**src/rtl/sadc_pkg.sv**
```systemverilog
package sadc_pkg;

  // Strobes issued by the frame controller to the datapath, one cycle wide.
  typedef struct packed {
    logic start;      // chip select fell: capture result, clear input shifter
    logic shift;      // serial clock fell inside an open frame
    logic loadSmall;  // this fall is the load edge of the 8-bit registers
    logic loadCtrl;   // this fall is the load edge of the control register
  } strobe_t;

  typedef enum logic [1:0] {
    SEL_CTRL  = 2'b00,
    SEL_RANGE = 2'b01,
    SEL_SEQ   = 2'b10,
    SEL_NONE  = 2'b11
  } reg_sel_e;

  localparam int HDR_W = 3;  // write enable plus two select bits

endpackage

```
**src/rtl/sadc_sync.sv**
```systemverilog
module sadc_sync #(
  parameter int WIDTH = 3,
  parameter int STAGES = 2,
  parameter logic [WIDTH-1:0] RST_VAL = '0
) (
  input  logic             clk,
  input  logic             rstN,
  input  logic [WIDTH-1:0] asyncIn,
  output logic [WIDTH-1:0] syncOut
);

  logic [WIDTH-1:0] stage [STAGES];

  genvar g;
  generate
    for (g = 0; g < STAGES; g++) begin : gStage
      always_ff @(posedge clk or negedge rstN) begin
        if (!rstN) stage[g] <= RST_VAL;
        else if (g == 0) stage[g] <= asyncIn;
        else stage[g] <= stage[(g == 0) ? 0 : g - 1];
      end
    end
  endgenerate

  assign syncOut = stage[STAGES-1];

endmodule

```
**src/rtl/sadc_ctrl.sv**
```systemverilog
module sadc_ctrl
  import sadc_pkg::*;
#(
  parameter int FRAME_LEN = 16,
  parameter int DATA_W = 12,
  parameter int SMALL_W = 8
) (
  input  logic    clk,
  input  logic    rstN,
  input  logic    sclkQ,
  input  logic    csNQ,
  output strobe_t st,
  output logic    doutEn,
  output logic    holdOut
);

  localparam int CNT_W = $clog2(FRAME_LEN + 1);
  localparam logic [CNT_W-1:0] LAST_CNT  = CNT_W'(FRAME_LEN);
  localparam logic [CNT_W-1:0] TRACK_CNT = CNT_W'(FRAME_LEN - 2);
  localparam logic [CNT_W-1:0] SMALL_CNT = CNT_W'(HDR_W + SMALL_W);
  localparam logic [CNT_W-1:0] CTRL_CNT  = CNT_W'(HDR_W + DATA_W);

  logic             sclkPrev, csPrev, active;
  logic [CNT_W-1:0] fallCnt, riseCnt, nextFall, nextRise;
  logic             fallE, riseE, csFallE, csRiseE;

  assign fallE    = sclkPrev & ~sclkQ;
  assign riseE    = ~sclkPrev & sclkQ;
  assign csFallE  = csPrev & ~csNQ;
  assign csRiseE  = ~csPrev & csNQ;
  assign nextFall = fallCnt + 1'b1;
  assign nextRise = riseCnt + 1'b1;

  always_comb begin
    st           = '0;
    st.start     = csFallE;
    st.shift     = active & fallE & ~csRiseE & ~csFallE;
    st.loadSmall = st.shift && (nextFall == SMALL_CNT);
    st.loadCtrl  = st.shift && (nextFall == CTRL_CNT);
  end

  always_ff @(posedge clk or negedge rstN) begin
    if (!rstN) begin
      sclkPrev <= 1'b1;
      csPrev   <= 1'b1;
      active   <= 1'b0;
      fallCnt  <= '0;
      riseCnt  <= '0;
      doutEn   <= 1'b0;
      holdOut  <= 1'b0;
    end else begin
      sclkPrev <= sclkQ;
      csPrev   <= csNQ;
      if (csFallE) begin
        active  <= 1'b1;
        fallCnt <= '0;
        riseCnt <= '0;
        doutEn  <= 1'b1;
        holdOut <= 1'b1;
      end else if (active) begin
        if (csRiseE) begin
          active  <= 1'b0;
          doutEn  <= 1'b0;
          holdOut <= 1'b0;
        end else begin
          if (fallE) begin
            fallCnt <= nextFall;
            if (nextFall == LAST_CNT) begin
              active <= 1'b0;
              doutEn <= 1'b0;
            end
          end
          if (riseE) begin
            riseCnt <= nextRise;
            if (nextRise == TRACK_CNT) holdOut <= 1'b0;
          end
        end
      end
    end
  end

  // a chip-select fall opens the driver and holds the sampler
  p_start_drive_r2: assert property (@(posedge clk) disable iff (!rstN)
    csFallE |=> (doutEn && holdOut));

  // the last falling edge closes the driver
  p_release_r4: assert property (@(posedge clk) disable iff (!rstN)
    (st.shift && nextFall == LAST_CNT) |=> !doutEn);

  // the track edge releases the hold strobe
  p_track_r5: assert property (@(posedge clk) disable iff (!rstN)
    (active && riseE && !csRiseE && !csFallE && nextRise == TRACK_CNT) |=> !holdOut);

  // an early chip-select release closes everything
  p_abort_r9: assert property (@(posedge clk) disable iff (!rstN)
    (active && csRiseE && !csFallE) |=> (!doutEn && !holdOut));

  // at most one load strobe per cycle
  p_one_load_r6: assert property (@(posedge clk) disable iff (!rstN)
    $onehot0({st.loadSmall, st.loadCtrl}));

endmodule

```
**src/rtl/sadc_dp.sv**
```systemverilog
module sadc_dp
  import sadc_pkg::*;
#(
  parameter int DATA_W = 12,
  parameter int SMALL_W = 8,
  parameter int CHAN_W = 2
) (
  input  logic               clk,
  input  logic               rstN,
  input  strobe_t            st,
  input  logic               dinQ,
  input  logic [CHAN_W-1:0]  convChan,
  input  logic [DATA_W:0]    convResult,
  output logic               doutBit,
  output logic [DATA_W-1:0]  ctrlReg,
  output logic [SMALL_W-1:0] rangeReg,
  output logic [SMALL_W-1:0] seqReg
);

  localparam int FRAME_W = 1 + CHAN_W + 1 + DATA_W;
  localparam int CTRL_W  = HDR_W + DATA_W;   // bits held at the control load edge
  localparam int SMALL_E = HDR_W + SMALL_W;  // bits held at the small load edge

  logic [FRAME_W-1:0] outShift;
  logic [CTRL_W-2:0]  inShift;
  logic [CTRL_W-1:0]  nextIn;
  reg_sel_e           smallSel, ctrlSel;

  assign nextIn   = {inShift, dinQ};
  assign smallSel = reg_sel_e'(nextIn[SMALL_E-2 -: 2]);
  assign ctrlSel  = reg_sel_e'(nextIn[CTRL_W-2 -: 2]);
  assign doutBit  = outShift[FRAME_W-1];

  always_ff @(posedge clk or negedge rstN) begin
    if (!rstN) begin
      outShift <= '0;
      inShift  <= '0;
    end else if (st.start) begin
      outShift <= {1'b0, convChan, convResult};
      inShift  <= '0;
    end else if (st.shift) begin
      outShift <= {outShift[FRAME_W-2:0], 1'b0};
      inShift  <= nextIn[CTRL_W-2:0];
    end
  end

  always_ff @(posedge clk or negedge rstN) begin
    if (!rstN) begin
      rangeReg <= '0;
      seqReg   <= '0;
    end else if (st.loadSmall && nextIn[SMALL_E-1]) begin
      if (smallSel == SEL_RANGE) rangeReg <= nextIn[SMALL_W-1:0];
      if (smallSel == SEL_SEQ)   seqReg   <= nextIn[SMALL_W-1:0];
    end
  end

  always_ff @(posedge clk or negedge rstN) begin
    if (!rstN) ctrlReg <= '0;
    else if (st.loadCtrl && nextIn[CTRL_W-1] && ctrlSel == SEL_CTRL)
      ctrlReg <= nextIn[DATA_W-1:0];
  end

  // the lead bit is zero
  p_lead_zero_r2: assert property (@(posedge clk) disable iff (!rstN)
    st.start |=> !doutBit);

  // control changes only at its load edge
  p_ctrl_edge_r7: assert property (@(posedge clk) disable iff (!rstN)
    !st.loadCtrl |=> $stable(ctrlReg));

  // range and sequence change only at their load edge
  p_small_edge_r6: assert property (@(posedge clk) disable iff (!rstN)
    !st.loadSmall |=> ($stable(rangeReg) && $stable(seqReg)));

  // a cleared write enable blocks every load
  p_no_write_r8: assert property (@(posedge clk) disable iff (!rstN)
    ((st.loadCtrl && !nextIn[CTRL_W-1]) || (st.loadSmall && !nextIn[SMALL_E-1]))
      |=> ($stable(ctrlReg) && $stable(rangeReg) && $stable(seqReg)));

endmodule

```
**src/rtl/sadc_port.sv**
```systemverilog
module sadc_port
  import sadc_pkg::*;
#(
  parameter int FRAME_LEN = 16,
  parameter int DATA_W = 12,
  parameter int SMALL_W = 8,
  parameter int CHAN_W = 2,
  parameter int SYNC_STAGES = 2
) (
  input  logic               clk,
  input  logic               rstN,
  input  logic               sclk,
  input  logic               csN,
  input  logic               din,
  input  logic [CHAN_W-1:0]  convChan,
  input  logic [DATA_W:0]    convResult,
  output logic               dout,
  output logic               doutEn,
  output logic               holdOut,
  output logic [DATA_W-1:0]  ctrlReg,
  output logic [SMALL_W-1:0] rangeReg,
  output logic [SMALL_W-1:0] seqReg
);

  logic [2:0] pinsQ;
  strobe_t    st;

  sadc_sync #(.WIDTH(3), .STAGES(SYNC_STAGES), .RST_VAL(3'b110)) uSync (
    .clk(clk), .rstN(rstN), .asyncIn({sclk, csN, din}), .syncOut(pinsQ)
  );

  sadc_ctrl #(.FRAME_LEN(FRAME_LEN), .DATA_W(DATA_W), .SMALL_W(SMALL_W)) uCtrl (
    .clk(clk), .rstN(rstN), .sclkQ(pinsQ[2]), .csNQ(pinsQ[1]),
    .st(st), .doutEn(doutEn), .holdOut(holdOut)
  );

  sadc_dp #(.DATA_W(DATA_W), .SMALL_W(SMALL_W), .CHAN_W(CHAN_W)) uDp (
    .clk(clk), .rstN(rstN), .st(st), .dinQ(pinsQ[0]),
    .convChan(convChan), .convResult(convResult), .doutBit(dout),
    .ctrlReg(ctrlReg), .rangeReg(rangeReg), .seqReg(seqReg)
  );

endmodule

```
**config.mk**
```make
export PLATFORM = sky130hd
export DESIGN_NAME = sadc_port
export DESIGN_NICKNAME = d
export VERILOG_FILES = /design/src/rtl/sadc_pkg.sv /design/src/rtl/sadc_sync.sv /design/src/rtl/sadc_ctrl.sv /design/src/rtl/sadc_dp.sv /design/src/rtl/sadc_port.sv
export SDC_FILE = /design/constraint.sdc
export NUM_CORES = 1
export LEC_CHECK = 0
export CORE_MARGIN = 3
export CORE_UTILIZATION = 50
export DETAILED_ROUTE_END_ITERATION = 7
export GPL_TIMING_DRIVEN = 0
export PLACE_DENSITY = 0.74
export SYNTH_ARGS = -nofsm -noshare
export SYNTH_HDL_FRONTEND = slang
export SYNTH_HIERARCHICAL = 1
export SYNTH_SLANG_ARGS = --single-unit
```
**constraint.sdc**
```tcl
create_clock -name clk -period 2.58 [get_ports clk]
set_input_delay 0.516 -clock clk [delete_from_list [all_inputs] [get_ports clk]]
set_output_delay 0.516 -clock clk [all_outputs]
set_load 0.01 [all_outputs]
```
==> tab_implementation.tex <==
\begin{tabular}{lr}
\hline
Metric & Value \\
\hline
\multicolumn{2}{l}{\textbf{Status}} \\
\quad Run status & completed \\
\multicolumn{2}{l}{\textbf{Clock network}} \\
\quad Number of sinks handled by clock tree synthesis & 79 \\
\quad CTS H-tree lvls & 3 \\
\quad Hold-fix buffer count after cts & 0 \\
\quad TritonCTS clock tree & done \\
\quad Worst skew pair latency & 0.35 ns \\
\quad Clk Tree Root Cell & clkbuf\_8 \\
\quad Clock slew seen by the registers of the worst setup and hold paths & 0.09 ns \\
\quad CTS Buf Count & 9 \\
\quad Maximum root-to-sink buffer count & 2 \\
\multicolumn{2}{l}{\textbf{Global route}} \\
\quad Maximum number of pins on one net before global-route repair & 56 \\
\quad Total global routing overflow & 0 \\
\quad Global-route total usage across every layer & 0.169 \\
\quad Vias in the first global route & 2268 \\
\quad Wire length of the first global-routing pass & 10900 um \\
\quad Met3 capacity usage during global routing & 0.0351 \\
\quad Met2 track utilization from global routing & 0.250 \\
\quad Most crowded layer after global routing & met2 \\
\quad Met1 GRT Util & 0.236 \\
\quad Antenna violations before repair & 0 \\
\multicolumn{2}{l}{\textbf{Timing}} \\
\quad \# setup viols final & 0 \\
\quad Slew at the pin with the worst max-slew slack & 0.462 ns \\
\quad Highest Clock Rate & 411 MHz \\
\quad Final clock period utilization by the worst path & 0.944 \\
\quad Worst relative slew slack & 0.692 \\
\quad Final Hold Violating Endpoints & 0 \\
\quad Post-route clock skew & 0.0135 ns \\
\quad Max Transition Viols Final & 0 \\
\quad Post-layout minimum cycle time & 2.44 ns \\
\multicolumn{2}{l}{\textbf{Layout}} \\
\quad Final instance area & 4440 um\^{}2 \\
\quad Highest-count cells in the layout ignoring fill and taps & dfrtp\_1, clkdlybuf4s50\_1, nand2\_1 \\
\quad Layout cells sized above 1 & 0.207 \\
\quad Commonest non-fill, non-tap cell in the layout & dfrtp\_1 \\
\quad Post-layout net count & 378 \\
\quad Count of inserted antenna diode cells & 0 \\
\quad Area growth from synthesis to layout & 25.2\% \\
\multicolumn{2}{l}{\textbf{Placed design}} \\
\quad Number of buffer cells added on primary ports & 50 \\
\quad Placed standard-cell area & 4190 um\^{}2 \\
\quad Final RePlAce weighted congestion & 0.744 \\
\quad Sum of net half-perimeters after detailed placement & 4220 um \\
\multicolumn{2}{l}{\textbf{Routing}} \\
\quad Remaining routing DRC violations & 0 \\
\quad Detailed-route wire length & 6340 um \\
\quad WL per Instance & 14.0 um \\
\quad Drt initial violations & 130 \\
\quad Post-route ant nets & 0 \\
\quad First drt pass iteration count & 4 \\
\quad Via total after detailed routing & 2296 \\
\quad Per-cell via count in the routed design & 5.07 \\
\multicolumn{2}{l}{\textbf{Synth}} \\
\quad Net count after synthesis & 314 \\
\quad Cell variety after synth & 43 \\
\quad Dominant combinational cell family by area after synthesis & multiplexers \\
\quad Share of synthesized flip-flops with an asynchronous set or reset & 1.00 \\
\quad Synth Register Bits & 79 \\
\quad Sequential cell area fraction in the yosys report & 0.559 \\
\quad Share of the synthesized area in compound gates (AO/OA/AOI/OAI) & 0.0716 \\
\quad Yosys warnings & 6 \\
\quad Multiplexer share of the synthesized area & 0.181 \\
\quad Synthesized area per cell & 12.3 um\^{}2 \\
\quad Xor/xnor cell area share of the yosys netlist & 0.0148 \\
\quad Post-synthesis adder-cell area fraction & 0.0212 \\
\quad Most common flop cell mapped by yosys & dfrtp\_1 \\
\quad Synth Instances & 288 \\
\quad Netlist area before placement & 3550 um\^{}2 \\
\quad Post-synthesis simple-gate area fraction & 0.115 \\
\quad EDFF count, synth & 0 \\
\multicolumn{2}{l}{\textbf{Critical path}} \\
\quad Worst reg-to-reg path cell count & 11 \\
\quad Maximum fanout along the worst path & 10 \\
\quad Launch point of the worst path & uSync/syncOut[1] \\
\quad Required @ worst endpoint & 2.81 ns \\
\quad Endpoint of the worst register-to-register path & uDp/ctrlReg[1] \\
\quad Slowest CP cell & dfstp\_2 \\
\quad Arrival time reported for the critical path endpoint & 2.67 ns \\
\quad Startpoint class of the critical path & flip-flop \\
\quad Critical Path Sink Type & flip-flop \\
\quad Reg-to-reg setup timing slack & 0.14 ns \\
\quad Slowest cell delay on critical path & 0.52 ns \\
\quad CP endpoint & uDp/ctrlReg[1] \\
\quad Startpoint of the worst-slack reg-to-reg timing path & uSync/syncOut[1] \\
\quad Series of cell instances along the critical path & buf\_4 -> inv\_1 -> ha\_4 -> nor3b\_4 -> nand2\_2 -> inv\_2 -> nand2\_1 -> a211oi\_2 -> and4bb\_4 -> buf\_12 -> mux2\_4 \\
\quad Type of the worst setup path & reg2reg \\
\multicolumn{2}{l}{\textbf{Pwr}} \\
\quad Total power per unit cell area & 567 nW/um\^{}2 \\
\quad Post-layout power & 2.52 mW \\
\quad Peak ir drop on the vdd network & 405 uV \\
\quad Cell leakage power & 2.02 nW \\
\multicolumn{2}{l}{\textbf{Die}} \\
\quad Die outline area & 8140 um\^{}2 \\
\quad DIE WIDTH & 90.2 um \\
\quad Floorplan Core Area & 6830 um\^{}2 \\
\quad Initial core utilization & 0.519 \\
\quad Height of the die & 90.2 um \\
\quad Floorplan row count & 30 \\
\quad Number of top-level pins & 51 \\
\multicolumn{2}{l}{\textbf{Hold path}} \\
\quad Worst hold path type & in2async \\
\multicolumn{2}{l}{\textbf{Flow run}} \\
\quad Max-cap violation count & 0 \\
\hline
\end{tabular}
-- power breakdown --
| part | switching (mW) | leakage (nW) | total, mW | internal (mW) |
|---|---|---|---|---|
| Combinational | 0.120 | 0.894 | 0.241 | 0.121 |
| Clock | 0.471 | 0.0891 | 0.923 | 0.452 |
| Sequential | 0.0472 | 1.04 | 1.35 | 1.31 |
-- kinds of logic after synthesis --
kind of cell               Yosys count
AOI/OAI and AO/OA                   43
xor gates and xnor gates             6
adders and majority gates            6
buffers and inverters               22
DFF                                 79
muxes                               57
and+or+nand+nor                     75
-- synthesized netlist by cell type, types with 6 or more instances --
| cell | instances | area share |
|---|---|---|
| buf_4 | 7 | 0.015 |
| dfstp_2 | 6 | 0.044 |
| ha_1 | 6 | 0.021 |
| nor2b_1 | 6 | 0.011 |
| mux2_4 | 10 | 0.042 |
| dfrtp_1 | 73 | 0.51 |
| mux2i_1 | 29 | 0.082 |
| nand2_1 | 32 | 0.034 |
| mux2_2 | 17 | 0.054 |
| nor2_1 | 17 | 0.018 |
| o21ai_0 | 24 | 0.034 |
-- layout make-up --
type | count | area [um^2]
fillers | 555 | 2390
flip-flops and latches | 79 | 1980
multi-input cells | 187 | 1460
repair buffers | 53 | 541
clock buffers | 10 | 128
well taps | 96 | 120
plain buffers | 17 | 118
clock inverters | 6 | 70.1
inverters | 5 | 18.8
-- critical path, delay by kind of cell, from the launching register on --
family	cells	cell delay, ns
adder cells (fa/ha/maj)	1	0.20
AO/OA/AOI/OAI	1	0.17
multiplexers	1	0.30
buffers and inverters	4	0.41
AND/OR/NAND/NOR	4	0.72
flip-flops	1	0.52
-- metal layers --
| layer | part of all wire | vias to the layer above |
|---|---|---|
| met2 | 0.46 | 37 |
| met3 | 0.031 | 9 |
| li1 | - | 1134 |
| met5 | 0 | - |
| met4 | 0.020 | 0 |
| met1 | 0.49 | 1116 |
-- repair_timing --
item / CTS / global route
gates resized for setup: 2 / 6
setup endpoints to repair: 26 / 28
pin swaps: 1 / 2
setup buffers: 0 / 2
-- sequential cells by signal (all words and copies together), names as in the netlist, 3 cells and up --
name,count
uCtrl/riseCnt,5
uSync/syncOut,3
uDp/seqReg,8
uDp/ctrlReg,12
uDp/outShift,16
uCtrl/fallCnt,5
uDp/inShift,14
uDp/rangeReg,8
uSync/stage,3
-- how the worst min path moves through the flow --
| stage | to | slack (ns) | depth (start not counted) |
|---|---|---|---|
| 2_1_floorplan | uCtrl/active | 0.22 | 0 |
| 3_3_place_gp | uSync/syncOut[0] | 0.33 | 0 |
| 3_5_place_dp | uSync/syncOut[0] | 0.34 | 0 |
| 4_1_cts | uDp/ctrlReg[7] | 0.06 | 1 |
| 5_1_grt | uDp/ctrlReg[7] | 0.07 | 1 |
| 6_report | uDp/ctrlReg[7] | 0.05 | 1 |
-- stage by stage --
stage / setup WS [ns] / utilization / hold slack, ns / instances / TNS (ns)
after floorplan: 0.202 / - / 0.220 / 288 / 0
final: 0.144 / 0.650 / 0.0542 / 453 / 0
after detailed placement: -0.0959 / 0.614 / 0.338 / 435 / -1.68
after global routing: -0.0151 / 0.650 / 0.0652 / 453 / -0.0310
after global placement: -1.77 / 0.610 / 0.333 / 434 / -134.92
after CTS: 0.0101 / 0.643 / 0.0564 / 451 / 0
No activity file was read; power rests on OpenSTA's default activity.
